--- config.mk ---
export PLATFORM = sky130hd
export DESIGN_NAME = simd_avg_unit
export DESIGN_NICKNAME = d
export VERILOG_FILES = /design/src/rtl/simd_avg_pkg.sv /design/src/rtl/simd_avg_decode.sv /design/src/rtl/simd_avg_lanes.sv /design/src/rtl/simd_avg_unit.sv
export SDC_FILE = /design/constraint.sdc
export NUM_CORES = 1
export LEC_CHECK = 0
export BUFFER_PORTS_ARGS = -buffer_cell sky130_fd_sc_hd__buf_2
export CORE_MARGIN = 5
export CORE_UTILIZATION = 45
export DETAILED_ROUTE_END_ITERATION = 12
export GPL_TIMING_DRIVEN = 0
export PLACE_DENSITY_LB_ADDON = 0.15
export SLEW_MARGIN = 20
export SYNTH_ARGS = -nofsm -noshare
export SYNTH_HDL_FRONTEND = slang
export SYNTH_SLANG_ARGS = --single-unit
--- constraint.sdc ---
create_clock -name clk_i -period 4.3 [get_ports clk_i]
set_input_delay 0.645 -clock clk_i [delete_from_list [all_inputs] [get_ports clk_i]]
set_output_delay 0.645 -clock clk_i [all_outputs]
set_load 0.01 [all_outputs]
--- src/rtl/simd_avg_pkg.sv ---
package simd_avg_pkg;

    localparam int GRP_W   = 6;
    localparam int SEL_W   = 5;
    localparam int N_WIDTH = 3;   // lane widths 8, 16, 32

    localparam logic [GRP_W-1:0] GRP_AVG = GRP_W'(1);
    localparam logic [SEL_W-1:0] SEL_U8  = SEL_W'(16);
    localparam logic [SEL_W-1:0] SEL_U16 = SEL_W'(17);
    localparam logic [SEL_W-1:0] SEL_U32 = SEL_W'(18);
    localparam logic [SEL_W-1:0] SEL_S8  = SEL_W'(20);
    localparam logic [SEL_W-1:0] SEL_S16 = SEL_W'(21);
    localparam logic [SEL_W-1:0] SEL_S32 = SEL_W'(22);

    typedef enum logic [1:0] {
        LW_8    = 2'd0,
        LW_16   = 2'd1,
        LW_32   = 2'd2,
        LW_NONE = 2'd3
    } lane_w_e;

    typedef struct packed {
        logic    legal;
        logic    signed_op;
        lane_w_e width;
    } op_dec_t;

endpackage

--- src/rtl/simd_avg_decode.sv ---
module simd_avg_decode
    import simd_avg_pkg::*;
(
    input  logic [GRP_W-1:0] grp_i,
    input  logic [SEL_W-1:0] sel_i,
    output op_dec_t          dec_o
);

    always_comb begin
        dec_o.legal     = 1'b0;
        dec_o.signed_op = 1'b0;
        dec_o.width     = LW_NONE;
        if (grp_i == GRP_AVG) begin
            unique case (sel_i)
                SEL_U8:  begin dec_o.legal = 1'b1; dec_o.width = LW_8;  end
                SEL_U16: begin dec_o.legal = 1'b1; dec_o.width = LW_16; end
                SEL_U32: begin dec_o.legal = 1'b1; dec_o.width = LW_32; end
                SEL_S8:  begin dec_o.legal = 1'b1; dec_o.width = LW_8;  dec_o.signed_op = 1'b1; end
                SEL_S16: begin dec_o.legal = 1'b1; dec_o.width = LW_16; dec_o.signed_op = 1'b1; end
                SEL_S32: begin dec_o.legal = 1'b1; dec_o.width = LW_32; dec_o.signed_op = 1'b1; end
                default: ;
            endcase
        end
    end

endmodule

--- src/rtl/simd_avg_lanes.sv ---
// One bank of identical lanes of width LANE_W across a VEC_W-bit vector.
// Average is computed as floor(ea/2) + floor(eb/2) + (a0 | b0), where ea
// and eb are the operands extended by one bit; this equals (a+b+1)>>1 of
// the extended operands exactly and needs only a LANE_W-bit adder.
module simd_avg_lanes #(
    parameter int VEC_W  = 128,
    parameter int LANE_W = 8
) (
    input  logic [VEC_W-1:0] a_i,
    input  logic [VEC_W-1:0] b_i,
    input  logic             signed_i,
    output logic [VEC_W-1:0] avg_o
);

    localparam int N_LANES = VEC_W / LANE_W;
    localparam int EXT_W   = LANE_W + 1;

    for (genvar k = 0; k < N_LANES; k++) begin : g_lane
        logic [LANE_W-1:0] a_l, b_l;
        logic [EXT_W-1:0]  a_ext, b_ext;
        logic              round_in;

        assign a_l      = a_i[k*LANE_W +: LANE_W];
        assign b_l      = b_i[k*LANE_W +: LANE_W];
        assign a_ext    = {signed_i & a_l[LANE_W-1], a_l};
        assign b_ext    = {signed_i & b_l[LANE_W-1], b_l};
        assign round_in = a_ext[0] | b_ext[0];

        assign avg_o[k*LANE_W +: LANE_W] =
            a_ext[EXT_W-1:1] + b_ext[EXT_W-1:1] + LANE_W'(round_in);
    end

endmodule

--- src/rtl/simd_avg_unit.sv ---
module simd_avg_unit
    import simd_avg_pkg::*;
#(
    parameter int VEC_W = 128
) (
    input  logic             clk_i,
    input  logic             rst_i,
    input  logic             in_valid_i,
    input  logic [VEC_W-1:0] opa_i,
    input  logic [VEC_W-1:0] opb_i,
    input  logic [GRP_W-1:0] grp_i,
    input  logic [SEL_W-1:0] sel_i,
    output logic             out_valid_o,
    output logic [VEC_W-1:0] res_o,
    output logic             illegal_o
);

    typedef struct packed {
        logic             vld;
        logic             ill;
        logic [VEC_W-1:0] res;
    } out_st_t;

    op_dec_t          dec;
    logic [VEC_W-1:0] avg_w [N_WIDTH];
    out_st_t          st_d, st_q;

    simd_avg_decode u_dec (
        .grp_i (grp_i),
        .sel_i (sel_i),
        .dec_o (dec)
    );

    for (genvar w = 0; w < N_WIDTH; w++) begin : g_width
        simd_avg_lanes #(
            .VEC_W  (VEC_W),
            .LANE_W (8 << w)
        ) u_lanes (
            .a_i      (opa_i),
            .b_i      (opb_i),
            .signed_i (dec.signed_op),
            .avg_o    (avg_w[w])
        );
    end

    always_comb begin
        st_d     = st_q;
        st_d.vld = in_valid_i;
        st_d.ill = 1'b0;
        if (in_valid_i) begin
            st_d.ill = ~dec.legal;
            unique case (dec.width)
                LW_8:    st_d.res = avg_w[0];
                LW_16:   st_d.res = avg_w[1];
                LW_32:   st_d.res = avg_w[2];
                default: st_d.res = '0;
            endcase
        end
    end

    always_ff @(posedge clk_i) begin
        if (rst_i) begin
            st_q <= '0;
        end else begin
            st_q <= st_d;
        end
    end

    assign out_valid_o = st_q.vld;
    assign illegal_o   = st_q.ill;
    assign res_o       = st_q.res;

endmodule

### After elaboration in Yosys (flattened, before gate mapping)

Cells that the tools add are included.

| storage, ports and cells | value |
|---|---|
| input bits | 270 |
| output and inout port bits | 130 |
| logic and storage cells | 130 |
| register bits after elaboration | 130 |

| cells by class | value |
|---|---|
| bitwise logic cells | 50 |
| add/sub/neg operators | 56 |
| equality and inequality tests | 9 |
| reduce and logical (&&, ||, !) cells | 7 |
| muxes and demuxes | 5 |

Operators with widths:

| kind | count |
|---|---|
| $pmux 128 s3 | 1 |
| $add 16x1->16 | 8 |
| $add 16x16->16 | 8 |
| $add 32x1->32 | 4 |
| $add 32x32->32 | 4 |
| $add 8x1->8 | 16 |
| $add 8x8->8 | 16 |
| $and 1x1->1 | 32 |
| $eq 5x5->1 const B | 6 |
| $or 1x1->1 | 16 |
| $reduce_or 2->1 | 4 |
| $eq 6x1->1 const B | 1 |
| $pmux 2 s3 | 1 |
| $reduce_or 6->1 | 1 |
| $mux 4 | 1 |
| $reduce_or 3->1 | 1 |
| $eq 2x1->1 const B | 1 |
| $eq 2x2->1 const B | 1 |
| $logic_not 2->1 | 1 |
| $mux 1 | 2 |
| $not 1->1 | 2 |

### Depth between registers and ports, before layout

| logic depth | value |
|---|---|
| depth after elaboration | 8 |
| gate-level depth with buffers | 13 |
| mapped depth without buffers | 13 |

### Cells and area by module

Synthesis repeated with hierarchy kept, for this count alone.

| second synthesis, totals | value |
|---|---|
| cell total of the unflattened synthesis | 3,304 |
| area total of the unflattened synthesis | 25,613.3 um^2 |

Modules (own cells, without submodules):

| module | times used | area each (um^2) | cells each | seq. area each (um^2) |
|---|---|---|---|---|
| simd_avg_unit | 1 | 7,975.1 | 873 | 2,602.5 |
| simd_avg_lanes (g_width[2].u_lanes) | 1 | 6,362.4 | 904 | 0.0 |
| simd_avg_lanes (g_width[1].u_lanes) | 1 | 5,999.5 | 836 | 0.0 |
| simd_avg_lanes (g_width[0].u_lanes) | 1 | 5,207.5 | 684 | 0.0 |
| simd_avg_decode | 1 | 68.8 | 7 | 0.0 |

### Worst setup path after synthesis

OpenSTA, ideal clock, no wires.

| timing path | value |
|---|---|
| path kind | in2reg |
| start point | input port opb_i[96] |
| end point | register st_q (netlist bit res_o[122]) |
| data required time | 4.183 ns |
| path slack | 0.928 ns |
| setup time | 0.117 ns |
| stages | 11 |
| arrival time | 3.255 ns |
| path buffers | 0 |
| cells stage by stage | or2_2 -> fa_1 -> fa_1 -> a211oi_1 -> o21ai_0 -> nand3_1 -> nand3b_1 -> a21boi_1 -> o31ai_1 -> a221o_1 -> a22o_1 |

| on the way | value |
|---|---|
| word-level cells in the longest chain between the ends | 3 |

RTL lines:

| item | line | text |
|---|---|---|
| start, declared | simd_avg_unit.sv:10 | `input logic [VEC_W-1:0] opb_i,` |
| $or 1x1->1 | simd_avg_lanes.sv:27 | `assign round_in = a_ext[0] \| b_ext[0];` |
| $add 32x1->32 | simd_avg_lanes.sv:30 | `a_ext[EXT_W-1:1] + b_ext[EXT_W-1:1] + LANE_W'(round_in);` |
| $pmux 128 s3 | simd_avg_unit.sv:52 | `unique case (dec.width)` |
| end signal, assigned | simd_avg_unit.sv:65 | `st_q <= st_d;` |
| end, declared | simd_avg_unit.sv:26 | `out_st_t st_d, st_q;` |

Every way passes these cells.
A chain may end at the register's enable or synchronous reset.

==> metrics.cfg <==
[outcome]
status=completed

[sta]
period_share=0.938
rsz0062_at_grt=no
slew_viol_final=0
fin_skew_ns=0
slew_headroom=0.163
final_hold_viol_count=0
min_period_ns=4.03
setup_tns_ns=0
worst_slew_pin_slew_ns=1.26
max_freq_mhz=248
finalSetupViolCount=0

[logic_synthesis]
synth_adder_area_share=0.155
synth_ff_type=dfxtp_1
muxShareOfSynthArea=0.0139
synth_compound_area_frac=0.341
mappedNetlistArea_um2=14700
synth-simple-area-share=0.177
synth.net_count=2414
synth_edf_count=0
yosys_warnings=0
async_flop_share=0
synth_cells=1980
synth.distinct_cells=98
avgSynthCellArea_um2=7.45
synth-xor-area-share=0.0719
synth_seq_area_share=0.176
ys_seq_elements=130
synth_top_family_by_area=compound AO/OA/AOI/OAI gates

[power_and_ir_drop]
leakagePower_uw=0.00820
internal_power_uw=2780
power.switching_uw=1730
total_power_uw=4510
switching_share=0.384
p_per_area_nw_per_um2=252
pwr-share-comb=0.393
power.share.clock=0.333
seqPwrFrac=0.275
irDropWorstVdd_uv=277

[clock_tree]
clk_latency_ns=0.45
hold_buffers=0
htree_levels=4
cts_buffers=17
clock_path_buffers=2
cts_setup_buffers=0
root_buffer=clkbuf_16
clkSlewWorstSetupHoldPaths_ns=0.07
cts_resized=0
cts_sinks=130
tritoncts=yes

[route]
num_vias=17510
drtIter0Drc=1579
drc=0
antenna_left=0
avgRoutedWirePerCell_um=22.7
viasPerCell=6.13
drtPass1Iterations=6
wl_um=64800

[cells_and_area]
finalNetCount=2830
nFillCells=3233
area_growth_pct=21.3
drive_gt1_frac=0.206
final-seq-area_um2=2600
multi_input_area_um2=11200

[worst_setup_path]
end_kind=flop
critPathMaxFanout=10
slowest_stage=clkbuf_1
crit_path_cell_trace=clkbuf_1, nand2b_1, clkbuf_1, inv_1, nand2_1, clkbuf_1, clkbuf_1, o221ai_1
critical_path.top_delay_family=buffers and inverters
crit_top_cell=clkbuf_1
required_ns=4.58
worstPathArrival_ns=4.31
slowest_delay_ns=0.79
path_buf_inv=5
critPathKind=input port to flop
cp-start-kind=input port

[placed_design]
portBuffers=397
place_congestion=0.947
dp_hpwl_um=50700

[die]
io-pin-count=400
chipWidth_um=191
core_area_um2=32500
rows=66
die-area_um2=36500
start_util=0.454
die_h_um=191

[grt]
gr-total-overflow=0
grt_pass1_vias=16776
grt_start_max_net_pins=17
antenna_found_initial=8
grt_pass1_wl_um=95400
grtUsageTotal=0.339

[min_path]
hold_class=flop to flop

[job]
drv_cap=0

## area by class of cell
type                            instances  area share
Multi-Input combinational cell       1614       0.626
Sequential cell                       130       0.145
Clock buffer                           18      0.0246
Clock inverter                         12     0.00755
Inverter                              114      0.0239
Timing Repair Buffer                  397       0.111
Buffer                                122      0.0292
Antenna cell                            9     0.00126
Tap cell                              442      0.0309
## Yosys cell counts (all sizes together), types with 6 or more instances
library cell	instances	share of area
o21ai	175	0.061
xor2	59	0.035
ha	132	0.11
nor3	36	0.013
o22ai	23	0.0098
nand2b	16	0.0068
or2	6	0.0025
a31oi	18	0.0076
mux2i	16	0.011
a22o	17	0.010
a22oi	33	0.017
buf	20	0.0067
inv	113	0.029
o211ai	20	0.010
nand4	29	0.012
and2	12	0.0051
and3	12	0.0051
or3	7	0.0030
a21boi	9	0.0046
clkbuf	102	0.029
o21a	19	0.0097
o31a	8	0.0048
a211o	8	0.0048
nor2b	22	0.0093
nand2	180	0.046
a21oi	214	0.073
o221ai	24	0.015
a211oi	22	0.012
a32o	8	0.0055
a221oi	18	0.011
dfxtp	130	0.18
nor2	148	0.039
a21o	61	0.031
nor4	6	0.0036
xnor2	62	0.037
o21bai	22	0.011
fa	32	0.043
a221o	14	0.0095
nand3	51	0.018
## sequential cells by signal, indices dropped and copies added (netlist names)
| register | flops |
|---|---|
| res_o | 128 |
| illegal_o | 1 |
| out_valid_o | 1 |
## kinds of logic after synthesis
logic type | Yosys count
xor gates and xnor gates | 121
adders and majority gates | 164
DFF | 130
and+or+nand+nor | 545
muxes | 20
buffers and inverters | 236
AOI/OAI and AO/OA | 764
## per-stage QoR
| stage | instance area [µm²] | worst slack, ns | hold WS, ns | utilization | std cells |
|---|---|---|---|---|---|
| 3_5_place_dp | 17300 | 0.0592 | 0.446 | 0.533 | 2819 |
| 3_3_place_gp | 17300 | 0.110 | 0.437 | 0.533 | 2819 |
| 4_1_cts | 17900 | 0.522 | 0.463 | 0.550 | 2849 |
| 2_1_floorplan | 14700 | 0.928 | 0.463 | - | 1980 |
| 5_1_grt | 17900 | 0.339 | 0.472 | 0.551 | 2857 |
| 6_report | 17900 | 0.267 | 0.459 | 0.551 | 2858 |
## path summary, 6_finish.rpt
| path | start | endpoint | slack, ns | depth (start not counted) |
|---|---|---|---|---|
| setup / recovery | rst_i | res_o[57] | 0.27 | 8 |
| setup reg to reg | res_o[118] | res_o[118] | 2.93 | 5 |
| hold / removal | res_o[59] | res_o[59] | 0.46 | 2 |
| hold reg to reg | res_o[59] | res_o[59] | 0.46 | 2 |
## per-layer routing
metal | vias up | GRT usage | wire, µm
li1 | 8117 | - | -
met1 | 8276 | 0.447 | 26000
met2 | 971 | 0.551 | 29200
met3 | 146 | 0.0608 | 6960
met4 | 0 | 0.136 | 2760
met5 | - | 0 | 0
## power groups by stage
stage / sequential (µW) / clock [µW] / combinational [µW]
after detailed placement: 1260 / 0 / 1720
final: 1240 / 1500 / 1770
after CTS: 1240 / 1500 / 1740
after global placement: 1260 / 0 / 1700
after floorplan: 1270 / 0 / 1180
after global routing: 1240 / 1550 / 1940
## placed cells by master, fill, tap and decap left out, types with 9 or more instances in the layout
cell	Yosys	layout
buf_2	13	410
a221o_1	14	14
a22oi_1	33	33
diode_2	0	9
clkbuf_1	97	97
o221ai_1	23	23
o21ai_0	147	147
xor2_1	59	59
o211ai_1	20	20
nor2b_1	22	22
a221oi_1	17	17
nand2b_1	16	16
a22o_1	17	17
o21ai_1	24	24
a21o_1	59	59
nand2_1	179	179
xnor2_1	62	62
and3_1	12	12
a211oi_1	19	19
dfxtp_1	130	130
nor3_1	34	34
a31oi_1	18	18
o21a_1	19	19
o21bai_1	22	22
nor2_1	144	142
fa_1	32	32
mux2i_1	16	16
ha_1	132	132
clkbuf_16	0	17
and2_1	11	11
o22ai_1	23	23
a21oi_1	212	212
inv_1	113	113
nand3_1	50	50
nand4_1	29	29
## tightest hold or removal path: stages, from the launching register on
cell and delay (ns):
dfxtp_1 0.32, a211oi_1 0.07, nand2_1 0.04
Note: power is estimated with default switching activity, not from simulation.
